`src/rtl/tbu_pkg.sv`:
```
package tbu_pkg;
  localparam int ADDR_W = 3;

  typedef enum logic [ADDR_W-1:0] {
    SEL_CTRL = 3'd0,
    SEL_PSC  = 3'd1,
    SEL_ARR  = 3'd2,
    SEL_CNT  = 3'd3,
    SEL_STAT = 3'd4
  } reg_sel_e;
endpackage

```
`src/rtl/tbu_regs.sv`:
```
module tbu_regs
  import tbu_pkg::*;
#(
  parameter int CNT_W = 16,
  parameter int PSC_W = 4
) (
  input  logic              clk,
  input  logic              rst_n,
  input  logic              wr_en,
  input  logic [ADDR_W-1:0] addr,
  input  logic [CNT_W-1:0]  wr_data,
  input  logic [CNT_W-1:0]  cnt_val,
  input  logic              uev,
  output logic [CNT_W-1:0]  rd_data,
  output logic [PSC_W-1:0]  psc_work,
  output logic [CNT_W-1:0]  arr_work,
  output logic              cnt_wr,
  output logic              flag
);
  logic             arr_buf;
  logic [PSC_W-1:0] psc_pre;
  logic [CNT_W-1:0] arr_pre;
  logic [CNT_W-1:0] arr_sh;
  logic             clr_req;

  assign clr_req = wr_en && (addr == SEL_STAT) && !wr_data[0];
  assign cnt_wr  = wr_en && (addr == SEL_CNT);

  always_ff @(posedge clk) begin
    if (!rst_n) begin
      arr_buf  <= 1'b0;
      psc_pre  <= '0;
      arr_pre  <= '1;
      psc_work <= '0;
      arr_sh   <= '1;
      flag     <= 1'b0;
    end else begin
      if (wr_en) begin
        case (addr)
          SEL_CTRL: arr_buf <= wr_data[0];
          SEL_PSC:  psc_pre <= wr_data[PSC_W-1:0];
          SEL_ARR:  arr_pre <= wr_data;
          default:  ;
        endcase
      end
      if (uev) begin
        psc_work <= psc_pre;
        arr_sh   <= arr_pre;
      end
      if (uev)          flag <= 1'b1;
      else if (clr_req) flag <= 1'b0;
    end
  end

  assign arr_work = arr_buf ? arr_sh : arr_pre;

  always_comb begin
    rd_data = '0;
    case (addr)
      SEL_CTRL: rd_data[0]         = arr_buf;
      SEL_PSC:  rd_data[PSC_W-1:0] = psc_pre;
      SEL_ARR:  rd_data            = arr_pre;
      SEL_CNT:  rd_data            = cnt_val;
      SEL_STAT: rd_data[0]         = flag;
      default:  rd_data            = '0;
    endcase
  end

  assert_flag_set_R9: assert property (@(posedge clk) disable iff (!rst_n)
    uev |=> flag);
  assert_flag_keep_R9: assert property (@(posedge clk) disable iff (!rst_n)
    (flag && !clr_req) |=> flag);
  assert_psc_wait_R7: assert property (@(posedge clk) disable iff (!rst_n)
    !uev |=> $stable(psc_work));
  assert_arr_buffered_R8: assert property (@(posedge clk) disable iff (!rst_n)
    (arr_buf && !uev && !(wr_en && addr == SEL_CTRL)) |=> $stable(arr_work));
endmodule

```
`src/rtl/tbu_prescaler.sv`:
```
module tbu_prescaler #(
  parameter int PSC_W = 4
) (
  input  logic             clk,
  input  logic             rst_n,
  input  logic             run,
  input  logic             clear,
  input  logic [PSC_W-1:0] psc_work,
  output logic             tick
);
  localparam int DIV_W = (1 << PSC_W) - 1;

  logic [DIV_W-1:0] pcnt;
  logic [DIV_W-1:0] limit;

  for (genvar gi = 0; gi < DIV_W; gi++) begin : g_limit
    assign limit[gi] = (32'(psc_work) > gi);
  end

  assign tick = run && (pcnt == limit);

  always_ff @(posedge clk) begin
    if (!rst_n)     pcnt <= '0;
    else if (clear) pcnt <= '0;
    else if (run)   pcnt <= tick ? '0 : pcnt + 1'b1;
  end

  assert_pcnt_range_R2: assert property (@(posedge clk) disable iff (!rst_n)
    pcnt <= limit);
  assert_psc_hold_R5: assert property (@(posedge clk) disable iff (!rst_n)
    (!run && !clear) |=> $stable(pcnt));
  assert_psc_clear_R6: assert property (@(posedge clk) disable iff (!rst_n)
    clear |=> (pcnt == '0));
endmodule

```
`src/rtl/tbu_counter.sv`:
```
module tbu_counter #(
  parameter int CNT_W = 16
) (
  input  logic             clk,
  input  logic             rst_n,
  input  logic             tick,
  input  logic             clear,
  input  logic             wr,
  input  logic [CNT_W-1:0] wr_val,
  input  logic [CNT_W-1:0] arr_work,
  output logic [CNT_W-1:0] cnt,
  output logic             ovf
);
  localparam logic [CNT_W-1:0] TOP = '1;

  assign ovf = tick && ((cnt == arr_work) || (cnt == TOP));

  always_ff @(posedge clk) begin
    if (!rst_n)     cnt <= '0;
    else if (clear) cnt <= '0;
    else if (wr)    cnt <= wr_val;
    else if (tick)  cnt <= cnt + 1'b1;
  end

  assert_step_R3: assert property (@(posedge clk) disable iff (!rst_n)
    (tick && !clear && !wr) |=> (cnt == $past(cnt) + 1'b1));
  assert_hold_R5: assert property (@(posedge clk) disable iff (!rst_n)
    (!tick && !clear && !wr) |=> $stable(cnt));
  assert_clear_R6: assert property (@(posedge clk) disable iff (!rst_n)
    clear |=> (cnt == '0));
  assert_load_R10: assert property (@(posedge clk) disable iff (!rst_n)
    (wr && !clear) |=> (cnt == $past(wr_val)));
endmodule

```
`src/rtl/tbu_timebase.sv`:
```
module tbu_timebase
  import tbu_pkg::*;
#(
  parameter int CNT_W = 16,
  parameter int PSC_W = 4
) (
  input  logic              clk,
  input  logic              rst_n,
  input  logic              reg_wr,
  input  logic [ADDR_W-1:0] reg_addr,
  input  logic [CNT_W-1:0]  reg_wdata,
  output logic [CNT_W-1:0]  reg_rdata,
  input  logic              cnt_en,
  input  logic              ug_strobe,
  output logic              update_evt,
  output logic              irq_flag
);
  logic [PSC_W-1:0] psc_work;
  logic [CNT_W-1:0] arr_work;
  logic [CNT_W-1:0] cnt;
  logic             cnt_wr;
  logic             tick;
  logic             ovf;
  logic             uev;

  assign uev        = ug_strobe || ovf;
  assign update_evt = uev;

  tbu_regs #(.CNT_W(CNT_W), .PSC_W(PSC_W)) u_regs (
    .clk(clk), .rst_n(rst_n), .wr_en(reg_wr), .addr(reg_addr),
    .wr_data(reg_wdata), .cnt_val(cnt), .uev(uev), .rd_data(reg_rdata),
    .psc_work(psc_work), .arr_work(arr_work), .cnt_wr(cnt_wr), .flag(irq_flag)
  );

  tbu_prescaler #(.PSC_W(PSC_W)) u_psc (
    .clk(clk), .rst_n(rst_n), .run(cnt_en), .clear(uev),
    .psc_work(psc_work), .tick(tick)
  );

  tbu_counter #(.CNT_W(CNT_W)) u_cnt (
    .clk(clk), .rst_n(rst_n), .tick(tick), .clear(uev), .wr(cnt_wr),
    .wr_val(reg_wdata), .arr_work(arr_work), .cnt(cnt), .ovf(ovf)
  );

  assert_strobe_event_R6: assert property (@(posedge clk) disable iff (!rst_n)
    ug_strobe |-> update_evt);
  assert_idle_no_wrap_R5: assert property (@(posedge clk) disable iff (!rst_n)
    (!cnt_en && !ug_strobe) |-> !update_evt);
  assert_flag_follows_R9: assert property (@(posedge clk) disable iff (!rst_n)
    update_evt |=> irq_flag);
endmodule

```
`config.mk`:
```
export PLATFORM = sky130hd
export DESIGN_NAME = tbu_timebase
export DESIGN_NICKNAME = d
export VERILOG_FILES = /design/src/rtl/tbu_pkg.sv /design/src/rtl/tbu_regs.sv /design/src/rtl/tbu_prescaler.sv /design/src/rtl/tbu_counter.sv /design/src/rtl/tbu_timebase.sv
export SDC_FILE = /design/constraint.sdc
export NUM_CORES = 1
export LEC_CHECK = 0
export CAP_MARGIN = 5
export CORE_ASPECT_RATIO = 1.25
export CORE_UTILIZATION = 25
export DETAILED_ROUTE_END_ITERATION = 10
export DONT_BUFFER_PORTS = 1
export PLACE_DENSITY = 0.45
export SYNTH_ARGS = -nofsm -noshare
export SYNTH_HDL_FRONTEND = slang
export SYNTH_SLANG_ARGS = --single-unit
```
`constraint.sdc`:
```
create_clock -name clk -period 2.07 [get_ports clk]
set_input_delay 0.207 -clock clk [delete_from_list [all_inputs] [get_ports clk]]
set_output_delay 0.207 -clock clk [all_outputs]
set_load 0.02 [all_outputs]
```
# == Word level (Yosys, flattened, before mapping) ==
# Index checks and enable logic that the tools add are counted.
# Widths: inputs -> output; s select.
# totals
regBits,73
latchBits,0
ramBits,0
mem_bits_ro,0
output_inout_bits,18
wordCells,57
n_memories,0
# classes
add_sub_neg,2
n_mul,0
div,0
n_lt_le_gt_ge,15
n_eq_ne,7
shift,0
mux,9
bitwise_logic,1
n_reduce_logical,15
# op_table
operator,n
$mux 16,3
$gt 4x4->1 const B,7
$pmux 12 s2,1
$add 16x1->16 const B,1
$eq 16x16->1,1
$eq 16x16->1 const B,1
$gt 4x3->1 const B,4
$add 15x1->15 const B,1
$eq 15x15->1,1
$mux 15,1
$pmux 3 s3,1
$gt 4x1->1 const B,2
$gt 4x2->1 const B,2
$eq 3x2->1 const B,2
$reduce_and 2->1,3
$logic_and 1x1->1,5
$pmux 1 s5,1
$reduce_bool 2->1,2
$eq 3x1->1 const B,1
$eq 3x3->1 const B,1
$logic_not 3->1,1
$logic_or 1x1->1,2
$mux 1,2
$reduce_or 2->1,1
other kinds (2),2

# == Logic depth before layout (Yosys ltp) ==
# logic_depth
ltp_word,6
depth_mapped,11
depth_no_buf,7

# == Hierarchy ==
# A second synthesis with hierarchy kept.
# unflattened
hier_cells,494
hier_area_um2,4337.9
# by_module_without_submodules
module,instances,cells_per_inst,area_each_um2
tbu_regs,1,226,2143.3
tbu_counter,1,129,1113.6
tbu_prescaler,1,138,1074.8
tbu_timebase,1,1,6.3

# == Worst setup path after synthesis ==
# OpenSTA, ideal clock, no wires.
# synth_path
path_type,register to output
start,reg u_regs.arr_buf
end,out update_evt
t_arrival_ns,2.086
t_required_ns,1.863
setup_slack_ns,-0.223
stages_incl_launch_ff,12
path_buffers,4
path_cell_list,dfxtp_1 > buf_6 > buf_8 > mux2i_1 > xor2_1 > nand4_1 > nor4_2 > nor3_2 > or2_1 > buf_6 > buf_6 > inv_1
# synth_between
elab_chain_cells,5
# synth_rtl
item,line_no,rtl
start: declaration,tbu_regs.sv:20,logic arr_buf;
start signal: assignment,tbu_regs.sv:40,SEL_CTRL: arr_buf <= wr_data[0];
$mux 16,tbu_regs.sv:55,assign arr_work = arr_buf ? arr_sh : arr_pre;
$eq 16x16->1,tbu_counter.sv:16,assign ovf = tick && ((cnt == arr_work) || (cnt == TOP));
$logic_or 1x1->1,tbu_counter.sv:16,
$logic_and 1x1->1,tbu_counter.sv:16,
$logic_or 1x1->1,tbu_timebase.sv:26,assign uev = ug_strobe || ovf;
end: declaration,tbu_timebase.sv:15,"output logic update_evt,"
# No other way between the ends.

# == Worst setup path after layout ==
# Same ends and word-level chain as after synthesis.

==> results.md <==
- Outcome: finished, violations left
- Failing checks: negative setup slack
- Filler Cell Count: approximately 1800
- H-tree Lvls: 3
- FP Rows: 54
- Power per cell area: 609 mW/mm²
- Area leader, netlist: dfxtp_1
- Req. time, crit path: 1.86 ns
- Largest net degree at the start of global routing: 34
- Initial core utilization: 0.257
- Most frequent cells in the layout: buf_4 (80), dfxtp_1 (68), nand2_1 (67)
- Global-route wire length before repair: 23.2 mm
- WHS: 0.00214 ns
- Syn nets: 570
- Die footprint: 0.0186 mm²
- Number of flops mapped to enable cells by yosys: 0
- CP delay by family, top: simple AND/OR/NAND/NOR gates
- Fmax achieved: between 300 and 400 MHz
- Commonest non-fill, non-tap cell in the layout: buf_4
- Synthesized area per cell: 8.28 µm²
- Total global-route track usage: 0.162
- GRT Residual Overflow: 0
- Synth warn: 0
- Slew @ Worst Pin: between 0.7 and 0.8 ns
- I/O Buffers: 0
- Final setup TNS: -12.28 ns
- Via count: around 4200
- Synth async-reset ratio: 0
- Max stage delay on crit path: 0.40 ns
- DR pass1 iterations: 4
- Setup CP Type: register to primary output
- Design Area, Final: around 0.0063 mm²
- FF-to-FF setup slack: -0.36 ns
- IO Pins: 42
- Non-filler instance count after layout: 850
- Final HPWL DP: about 11 mm
- Top cells by area, synth: dfxtp_1 (32%), mux2i_1 (9.6%), nand2_1 (5.7%)
- Floorplan die height: roughly 150 µm
- CTS tree: done
- Post-layout nets: 648
- Final worst slack: -0.456 ns
- Fin. Hold Viols: 0
- Final period utilization: 1.22
- Seq/Total Area, Yosys: 0.324
- Minimum clock period: 2.53 ns
- Antenna diodes: 0
- CP Launch Type: register
- Inserted Clock Buffers: 9
- HP Class: primary input to register
- Placed cell count: approximately 800
- Count of final setup violators: 53
- CP most frequent cell: buf_12
- Total core area: around 0.018 mm²
- Max Cap Viol: 0
- DP Area: 0.00529 mm²
- Initial antenna violation count: 0
- Slew Viols, Final: 0
- Clock root cell: clkbuf_16
- Remaining DRCs: 0
- Slowest-stage cell, CP: dfxtp_4
- Fraction of layout cells with a size suffix above 1: 0.345
- Buf/Inv on CP: 4
- Vias in the first global route: 4278
- CTS Sinks: 73
- Post-synthesis cell type count: 64
- Vias/cell: 5.00
- Reg2Reg Depth: 13
- Detailed Route Iter0 Violations: 142
- RSZ-0062 raised after global routing: true
- Post-DRT Antenna Nets: 0
- R2r startpoint: u_regs.arr_buf$_SDFFE_PN0P_
- Cell chain of the critical path: buf_12 -> mux2i_1 -> xor2_1 -> buf_4 -> nand4_1 -> nor4_2 -> nor3_2 -> or2_4 -> buf_12 -> clkinv_8
- Avg WL per Cell: roughly 17 µm
- Mapped Cells: approximately 540
- GPL Wtd Cong: 0.811
- Worst setup EP type: primary output
- Hold endpoint: u_regs.arr_pre[6]$_SDFFE_PN1P_
- Skew final: between 0.01 and 0.015 ns
- Worst-Skew Late Latency: 0.35 ns
- Synthesized area: approximately 0.0045 mm²
- Clk buf depth: 2
- Worst vdd ir: around 0.35 mV
- Drt total wl: 14.7 mm
- Reg clk slew, reported paths: ~0.060 ns
- Crit path DAT: 2.32 ns
- Flops & latches, synth: 73
- Die width: 122 µm
- Post-synth top flop: dfxtp_1
- Relative slew slack: 0.518
- Pleak: 0.00250 µW
- Post-synth top area share: 0.324
- Hold Path Depth: 2
- Area delta synth->final: 40.3%
- R2R Path End: u_cnt.cnt[1]$_SDFFE_PP0P_
- Hold Crit Start: reg_wdata[6]
- Crit path max fanout: 7
==> synth_stat cells, drive strengths merged, types with 3 or more instances <==
master,count
or4,3
nor3b,3
mux2,12
o21ai,24
nor4b,3
xnor2,3
nand2,68
nor3,11
nor4,4
nor2,44
a21oi,25
and2,7
xor2,28
mux2i,43
a31oi,7
a22oi,3
nand3b,4
nand2b,9
nand3,16
buf,20
clkbuf,23
nor2b,6
dfxtp,73
nand4,13
inv,23
o211ai,33
and3,8
==> report_power, final <==
part / total (µW) / leakage, µW / internal, µW / switching (µW)
Combinational: 591 / 0.00174 / 284 / 307
Sequential: 1500 / 0.000598 / 1450 / 50.3
Clock: 1760 / 0.000158 / 1120 / 639
==> routing by layer <==
layer,global-route usage,wire length [µm],share of wire,vias up
met5,0,0,0,-
met4,0.0708,471,0.032,0
met3,0.0319,428,0.029,33
met2,0.287,7870,0.53,73
met1,0.184,5970,0.41,2074
li1,-,-,-,2069
==> state kept, by name, indices dropped and copies added (netlist names) <==
signal,cells
u_regs.psc_work,4
u_regs.arr_pre,16
u_cnt.cnt,16
u_regs.psc_pre,4
u_regs.flag,1
u_psc.pcnt,15
u_regs.arr_buf,1
u_regs.arr_sh,16
==> stage by stage <==
stage | setup WS (ns) | power, µW | util
6_report | -0.456 | 3850 | 0.360
5_1_grt | -0.616 | 3980 | 0.360
4_1_cts | -0.435 | 3800 | 0.337
3_5_place_dp | -0.319 | 1980 | 0.301
3_3_place_gp | -0.236 | 1970 | 0.301
2_1_floorplan | -0.141 | 1850 | -
==> layout make-up <==
class                   count  area, µm²  share of cell area
multi-input cells         405       3080               0.488
flip-flops and latches     73       1480               0.234
repair buffers            110       1050               0.167
well taps                 224        280              0.0443
clock buffers              11        253              0.0400
inverters                  23       98.8              0.0156
clock inverters             4       76.3              0.0121
==> worst max path at each step <==
stage / to / slack (ns) / cells past startpoint / startpoint
after CTS: update_evt / -0.43 / 9 / u_regs.arr_buf$_SDFFE_PN0P_
after floorplan: update_evt / -0.14 / 11 / u_regs.arr_buf$_SDFFE_PN0P_
after global placement: u_cnt.cnt[9]$_SDFFE_PP0P_ / -0.24 / 8 / u_regs.psc_work[2]$_SDFFE_PN0P_
after detailed placement: u_cnt.cnt[9]$_SDFFE_PP0P_ / -0.32 / 8 / u_regs.psc_work[1]$_SDFFE_PN0P_
final: update_evt / -0.46 / 10 / u_regs.arr_buf$_SDFFE_PN0P_
after global routing: update_evt / -0.62 / 10 / u_regs.arr_buf$_SDFFE_PN0P_
==> logic make-up (layout without fill, tap and decap cells) <==
| kind of cell | count (synthesis) | count (layout) | synth area share |
|---|---|---|---|
| AND/OR/NAND/NOR | 208 | 208 | 0.235 |
| AO/OA/AOI/OAI | 109 | 109 | 0.178 |
| flip-flops | 73 | 73 | 0.324 |
| buffers and inverters | 66 | 148 | 0.0716 |
| multiplexers | 55 | 55 | 0.125 |
| XOR/XNOR | 31 | 31 | 0.0602 |
| adder cells (fa/ha/maj) | 2 | 2 | 0.00555 |
==> repair_timing <==
action | 4_1_cts | 5_1_grt
gates cloned | 1 | 2
hold endpoints to repair | 33 | 0
endpoints found under the setup margin | 53 | 53
hold buffers | 6 | 0
resized for setup | 32 | 79
buffers inserted | 13 | 12
pin swaps | 11 | 26
(Power assumes the default switching activity.)
